==> src/rtl/store_guard_pkg.sv <==
// Package: shared constants and types for the store address window guard.
// Assumes: bit positions given in most-significant-first numbering.
package store_guard_pkg;
    localparam int SG_ADDR_W   = 18;
    localparam int SG_WORD_W   = 64;
    localparam int SG_UP_POS   = 0;   // first (most significant) bit of upper bound
    localparam int SG_LO_POS   = 32;  // first bit of lower bound
    localparam int SG_MODE_POS = 57;  // mode bit

    typedef enum logic {
        WIN_INSIDE  = 1'b0,
        WIN_OUTSIDE = 1'b1
    } win_mode_e;
endpackage

==> src/rtl/store_guard_ctlreg.sv <==
// Module: holds the bound pair and mode decoded from the control word.
// Assumes: field positions are given most-significant-first, so position p maps
// to vector index WORD_W-1-p; reset is synchronous and active low.
module store_guard_ctlreg
    import store_guard_pkg::*;
#(
    parameter int WORD_W   = SG_WORD_W,
    parameter int ADDR_W   = SG_ADDR_W,
    parameter int UP_POS   = SG_UP_POS,
    parameter int LO_POS   = SG_LO_POS,
    parameter int MODE_POS = SG_MODE_POS
) (
    input  logic              clk,
    input  logic              rst_n,
    input  logic              cfg_we,
    input  logic [WORD_W-1:0] cfg_wdata,
    output logic [ADDR_W-1:0] upper_q,
    output logic [ADDR_W-1:0] lower_q,
    output win_mode_e         mode_q
);
    localparam int UP_LSB  = WORD_W - UP_POS - ADDR_W;
    localparam int LO_LSB  = WORD_W - LO_POS - ADDR_W;
    localparam int MODE_IX = WORD_W - 1 - MODE_POS;

    // Load bounds and mode on a write, clear them on reset.
    always_ff @(posedge clk) begin
        if (!rst_n) begin
            upper_q <= '0;
            lower_q <= '0;
            mode_q  <= WIN_INSIDE;
        end else if (cfg_we) begin
            upper_q <= cfg_wdata[UP_LSB +: ADDR_W];
            lower_q <= cfg_wdata[LO_LSB +: ADDR_W];
            mode_q  <= win_mode_e'(cfg_wdata[MODE_IX]);
        end
    end
endmodule

==> src/rtl/store_guard_cmp.sv <==
// Module: decides whether an address is protected under the current bounds.
// Assumes: unsigned compare, window is lower <= addr < upper (empty if lower >= upper).
module store_guard_cmp
    import store_guard_pkg::*;
#(
    parameter int ADDR_W = SG_ADDR_W
) (
    input  logic [ADDR_W-1:0] addr,
    input  logic [ADDR_W-1:0] upper,
    input  logic [ADDR_W-1:0] lower,
    input  win_mode_e         mode,
    output logic              protect
);
    logic at_or_above_lo;
    logic below_up;

    // Window membership and mode selection.
    always_comb begin
        at_or_above_lo = (addr >= lower);
        below_up       = (addr < upper);
        protect        = (at_or_above_lo && below_up) ^ (mode == WIN_OUTSIDE);
    end
endmodule

==> src/rtl/store_guard_resp.sv <==
// Module: turns the protection verdict into grant, write enable and violation.
// Assumes: only stores are checked; outputs are combinational in the request cycle.
module store_guard_resp (
    input  logic req_valid,
    input  logic req_write,
    input  logic protect,
    output logic req_grant,
    output logic mem_we,
    output logic prot_viol
);
    // Gate the store and flag violating ones.
    always_comb begin
        prot_viol = req_valid && req_write && protect;
        mem_we    = req_valid && req_write && !protect;
        req_grant = req_valid && !prot_viol;
    end
endmodule

==> src/rtl/store_guard.sv <==
// Module: top of the store address window guard.
// Assumes: bounds are registered, the verdict is combinational on the request.
module store_guard
    import store_guard_pkg::*;
#(
    parameter int WORD_W   = SG_WORD_W,
    parameter int ADDR_W   = SG_ADDR_W,
    parameter int UP_POS   = SG_UP_POS,
    parameter int LO_POS   = SG_LO_POS,
    parameter int MODE_POS = SG_MODE_POS
) (
    input  logic              clk,
    input  logic              rst_n,
    input  logic              cfg_we,
    input  logic [WORD_W-1:0] cfg_wdata,
    input  logic              req_valid,
    input  logic              req_write,
    input  logic [ADDR_W-1:0] req_addr,
    output logic              req_grant,
    output logic              mem_we,
    output logic              prot_viol
);
    logic [ADDR_W-1:0] upper_q;
    logic [ADDR_W-1:0] lower_q;
    win_mode_e         mode_q;
    logic              protect;

    store_guard_ctlreg #(
        .WORD_W(WORD_W), .ADDR_W(ADDR_W), .UP_POS(UP_POS),
        .LO_POS(LO_POS), .MODE_POS(MODE_POS)
    ) u_ctlreg (
        .clk(clk), .rst_n(rst_n), .cfg_we(cfg_we), .cfg_wdata(cfg_wdata),
        .upper_q(upper_q), .lower_q(lower_q), .mode_q(mode_q)
    );

    store_guard_cmp #(.ADDR_W(ADDR_W)) u_cmp (
        .addr(req_addr), .upper(upper_q), .lower(lower_q),
        .mode(mode_q), .protect(protect)
    );

    store_guard_resp u_resp (
        .req_valid(req_valid), .req_write(req_write), .protect(protect),
        .req_grant(req_grant), .mem_we(mem_we), .prot_viol(prot_viol)
    );
endmodule

==> config.mk <==
export PLATFORM = sky130hd
export DESIGN_NAME = store_guard
export DESIGN_NICKNAME = d
export VERILOG_FILES = /design/src/rtl/store_guard_pkg.sv /design/src/rtl/store_guard_ctlreg.sv /design/src/rtl/store_guard_cmp.sv /design/src/rtl/store_guard_resp.sv /design/src/rtl/store_guard.sv
export SDC_FILE = /design/constraint.sdc
export NUM_CORES = 1
export LEC_CHECK = 0
export BUFFER_PORTS_ARGS = -buffer_cell sky130_fd_sc_hd__buf_2
export CAP_MARGIN = 0
export CORE_MARGIN = 5
export CORE_UTILIZATION = 45
export CTS_BUF_LIST = sky130_fd_sc_hd__clkbuf_2 sky130_fd_sc_hd__clkbuf_4 sky130_fd_sc_hd__clkbuf_8
export CTS_CLUSTER_DIAMETER = 60
export DETAILED_ROUTE_END_ITERATION = 8
export PLACE_DENSITY = 0.77
export SLEW_MARGIN = 25
export SYNTH_ARGS = -nofsm -noshare
export SYNTH_HDL_FRONTEND = slang
export SYNTH_SLANG_ARGS = --single-unit
==> constraint.sdc <==
create_clock -name clk -period 2.5 [get_ports clk]
set_input_delay 0.25 -clock clk [delete_from_list [all_inputs] [get_ports clk]]
set_output_delay 0.25 -clock clk [all_outputs]
set_load 0.02 [all_outputs]
# After elaboration in Yosys (flattened, before gate mapping)
# Index checks and enable logic that the tools add are counted.
# totals
ff_bits	37
inputBits	87
# classes
bitwise	1
reduce_logical	7
order_cmp	2
# ops
op	n
18-bit greater-or-equal comparator	1
18-bit less-than comparator	1
1-bit logical AND	5
1-bit zero test	2
1-bit bitwise XOR	1

# Logic depth before layout (Yosys ltp)
# depth
word_depth	6
depth_mapped	8
mapped_depth_nobuf	8

# Hierarchy
# Synthesis repeated with hierarchy kept, for this count alone.
# hier_totals
cells_unflattened	242
hier_area_um2	2332.2
# modules_own_cells
module	cells_each	area_per_inst_um2	n_inst	seq_area_each_um2
store_guard_ctlreg	118	1425.1	1	740.7
store_guard_cmp	121	884.6	1	0.0
store_guard_resp	3	22.5	1	0.0

# Least setup slack after synthesis
# Ideal clock, no wire load.
# synth_path
path_kind	flip-flop to output port
start	register u_ctlreg.upper_q[13]
end	output mem_we
stages_incl_launch_ff	9
path_buffers	0
required_time_ns	2.250
setup_slack_ns	0.293
arrival_ns	1.957
cell_sequence	dfxtp_1 > inv_1 > ha_1 > a21oi_1 > o21ai_1 > a221oi_1 > inv_1 > a211oi_2 > mux2i_1
# synth_between
elab_chain_cells	5
# synth_lines
item	line	text
start, declared	store_guard_ctlreg.sv:17	output logic [ADDR_W-1:0] upper_q,
start signal, assigned	store_guard_ctlreg.sv:32	upper_q <= cfg_wdata[UP_LSB +: ADDR_W];
18-bit less-than comparator	store_guard_cmp.sv:20	below_up = (addr < upper);
1-bit logical AND	store_guard_cmp.sv:21	protect = (at_or_above_lo && below_up) ^ (mode == WIN_OUTSIDE);
1-bit bitwise XOR	store_guard_cmp.sv:21	
1-bit zero test	store_guard_resp.sv:14	mem_we = req_valid && req_write && !protect;
1-bit logical AND	store_guard_resp.sv:14	
end, declared	store_guard.sv:20	output logic mem_we,
# Every way passes these cells.

# Worst setup path in the final report
# layout_path
start	register u_ctlreg.lower_q[8]
end	output prot_viol
# layout_between
elab_chain_cells	4
# layout_lines
item	line	text
start, declared	store_guard_ctlreg.sv:18	output logic [ADDR_W-1:0] lower_q,
start signal, assigned	store_guard_ctlreg.sv:33	lower_q <= cfg_wdata[LO_LSB +: ADDR_W];
18-bit greater-or-equal comparator	store_guard_cmp.sv:19	at_or_above_lo = (addr >= lower);
1-bit logical AND	store_guard_cmp.sv:21	
1-bit bitwise XOR	store_guard_cmp.sv:21	
1-bit logical AND	store_guard_resp.sv:13	prot_viol = req_valid && req_write && protect;
end, declared	store_guard.sv:21	output logic prot_viol
# Every way passes these cells.

==> out/results.txt <==
initial core utilization = 46.2%
TritonCTS Buffers = 5
LEAKAGE = 1.38 nW
Switch Pwr = 0.000416 W
RSZ-0062 raised after global routing = yes
FP Rows = 26
Max Slew Vio Count = 0
status = finished with violations
GPL Wtd Cong = 0.770
Synth area leader = dfxtp_1
Via density = 4.87
final period utilization = 101%
switching share of power = 28.1%
Startpoint Class = flop
crit-path cells = inv_1 -> ha_1 -> nand4_1 -> nor3_2 -> o311ai_4 -> a211oi_4 -> mux2i_1 -> buf_4
1st-iter DRT viols = 35
die width = 82.1 um
n_diodes = 0
layout cell share with drive strength beyond 1 = 35.8%
CP Data Required Time = 2.25 ns
worst slew pin tran = 0.598 ns
combinational share of power = 24.7%
Final TNS setup = -0.0327 ns
Final WS setup = -0.0185 ns
Synth cell types = 31
filler instances = 462
largest net degree at the start of global routing = 38
highest clock rate = 0.397 GHz
overall routing resource usage = 16.2%
first-pass GRT wire length = 8.36 mm
initial antenna violation count = 0
CP peak stage delay = 0.33 ns
antenna viol nets, final = 0
maxcap violations = 0
clock skew = 0 ns
CP max stage cell = dfxtp_2
final WL = 5.11 mm
commonest non-fill, non-tap cell in the layout = buf_2
Worst Hold Class = in2reg
clock-pin slew on the worst setup and hold paths = 0.08 ns
synth top area cells = dfxtp_1, ha_1, mux2i_1
per-cell routed wire length = 13.2 um
sequential area share after synthesis = 31.6%
failing checks = negative setup slack
Cells after Synth = 248
Clk pwr share = 31.7%
TritonCTS clock tree = done
number of global-route vias before repair = 1,933
Int Pwr = 0.00106 W
share of the synthesized area in the top cell type = 31.6%
grt total ovfl = 0
sequential power share = 43.6%
CTS Hold Buffers Added = 0
worst-skew pair later-pin latency = 0.28 ns
core area = 5070 sq um
H-Tree Level Count = 2
Crit. End Element = output pin
Yosys reg bits = 37
Max FO, Critical Path = 3
# setup viols final = 2
cell chosen for the clock root = clkbuf_8
power per cell area = 482 nW/um^2
most frequent cells in the layout = buf_2, mux2i_1, nor2b_1, inv_1
clk sinks = 37
Mapped Nets = 370
Final Hold Viols = 0
Layout area overhead = 31.1%
Final Net Count = 437
synthesized area per cell = 9.44 sq um
Mapped Area = 2340 sq um
Vias = 1,880
CTS Buffer Depth = 2
first drt pass iteration count = 4
Hold WS = 0.213 ns
Ports = 90
Crit Path Class = reg2out
CP Data Arrival Time = 2.27 ns
VDD IR-drop max = 213 uV
dpl hpwl = 3.81 mm
min cycle time layout = 2.52 ns
DR DRC count = 0
Ys Warns = 0
die area = 6750 sq um
Worst slew margin = 60.1%
Vert. Die Dim = 82.1 um
PortBufs = 62
-- metal layers --
layer / global-route usage [%] / part of all wire [%] / up-vias / wire (um)
li1: - / - / 983 / -
met1: 17.9 / 42 / 849 / 2160
met2: 29.9 / 51 / 42 / 2630
met3: 4.12 / 5.2 / 6 / 266
met4: 5.81 / 1.1 / 0 / 58
met5: 0 / 0 / - / 0
-- worst paths after layout --
kind | to | cells after the start | slack (ns) | from
max reg2reg | u_ctlreg.upper_q[15] | 3 | 1.76 | u_ctlreg.upper_q[15]
min | u_ctlreg.upper_q[10] | 3 | 0.21 | cfg_wdata[56]
max | prot_viol | 8 | -0.02 | u_ctlreg.lower_q[8]
min reg2reg | u_ctlreg.upper_q[4] | 2 | 0.51 | u_ctlreg.upper_q[4]
-- cell type report --
type	instances	area [sq um]	share of cell area, %
Inverter	37	139	4.52
Sequential cell	37	756	24.6
Multi-Input combinational cell	167	1620	52.8
Clock inverter	1	5.00	0.163
Clock buffer	7	96.3	3.14
Timing Repair Buffer	67	365	11.9
Tap cell	70	87.6	2.85
-- power by group through the flow --
| stage | clock network [W] | registers (W) | logic (W) |
|---|---|---|---|
| after CTS | 0.000488 | 0.000644 | 0.000349 |
| after floorplan | 0 | 0.000651 | 0.000206 |
| after global routing | 0.000514 | 0.000650 | 0.000412 |
| after detailed placement | 0 | 0.000657 | 0.000309 |
| final | 0.000469 | 0.000645 | 0.000365 |
| after global placement | 0 | 0.000655 | 0.000297 |
-- cell usage after synthesis, drive strengths merged --
master,n
a21o,3
nand3b,2
o21bai,1
o311ai,1
nand4,5
and4,2
nor2b,37
a2111oi,1
ha,35
dfxtp,37
nor3,1
o21ai,7
mux2i,39
nor3b,2
nand2,6
nor2,1
a221oi,2
nand2b,1
a21oi,12
a31oi,1
buf,4
nand3,3
a211o,1
a211oi,2
clkbuf,3
inv,37
and3,1
o211ai,1
-- repair_timing --
| item | CTS | global route |
|---|---|---|
| endpoints found under the hold margin | 0 | 0 |
| endpoints found under the setup margin | 3 | 3 |
| gates resized for setup | 30 | 13 |
| gates cloned | 0 | 0 |
| buffers inserted | 4 | 0 |
| pin swaps | 10 | 5 |
-- cell families after synthesis --
group	after synthesis	synth area share, %
buffers and inverters	44	7.26
AND/OR/NAND/NOR	61	15.8
adder cells (fa/ha/maj)	35	18.7
flip-flops	37	31.6
AO/OA/AOI/OAI	32	9.99
multiplexers	39	16.7
-- critical path, delay by kind of cell (launching register included) --
kind                       cells  cell delay [ns]
and+or+nand+nor                2             0.49
AOI/OAI and AO/OA              2             0.43
DFF                            1             0.33
buffers and inverters          2             0.20
adders and majority gates      1             0.27
muxes                          1             0.23
-- sequential cells by signal, indices dropped and copies added (netlist names) --
signal            flops
u_ctlreg.lower_q     18
u_ctlreg.upper_q     18
u_ctlreg.mode_q       1
-- metrics by stage --
step	utilization [%]	power, W	cell area (sq um)	setup slack, ns	std cells
after floorplan	-	0.000857	2340	0.293	248
after global placement	53.8	0.000952	2730	0.160	374
after detailed placement	53.8	0.000966	2730	0.0305	374
after CTS	59.4	0.00148	3010	-0.00804	386
after global routing	60.5	0.00158	3070	-0.161	386
final	60.5	0.00148	3070	-0.0185	386
Note: power is estimated with default switching activity, not from simulation.
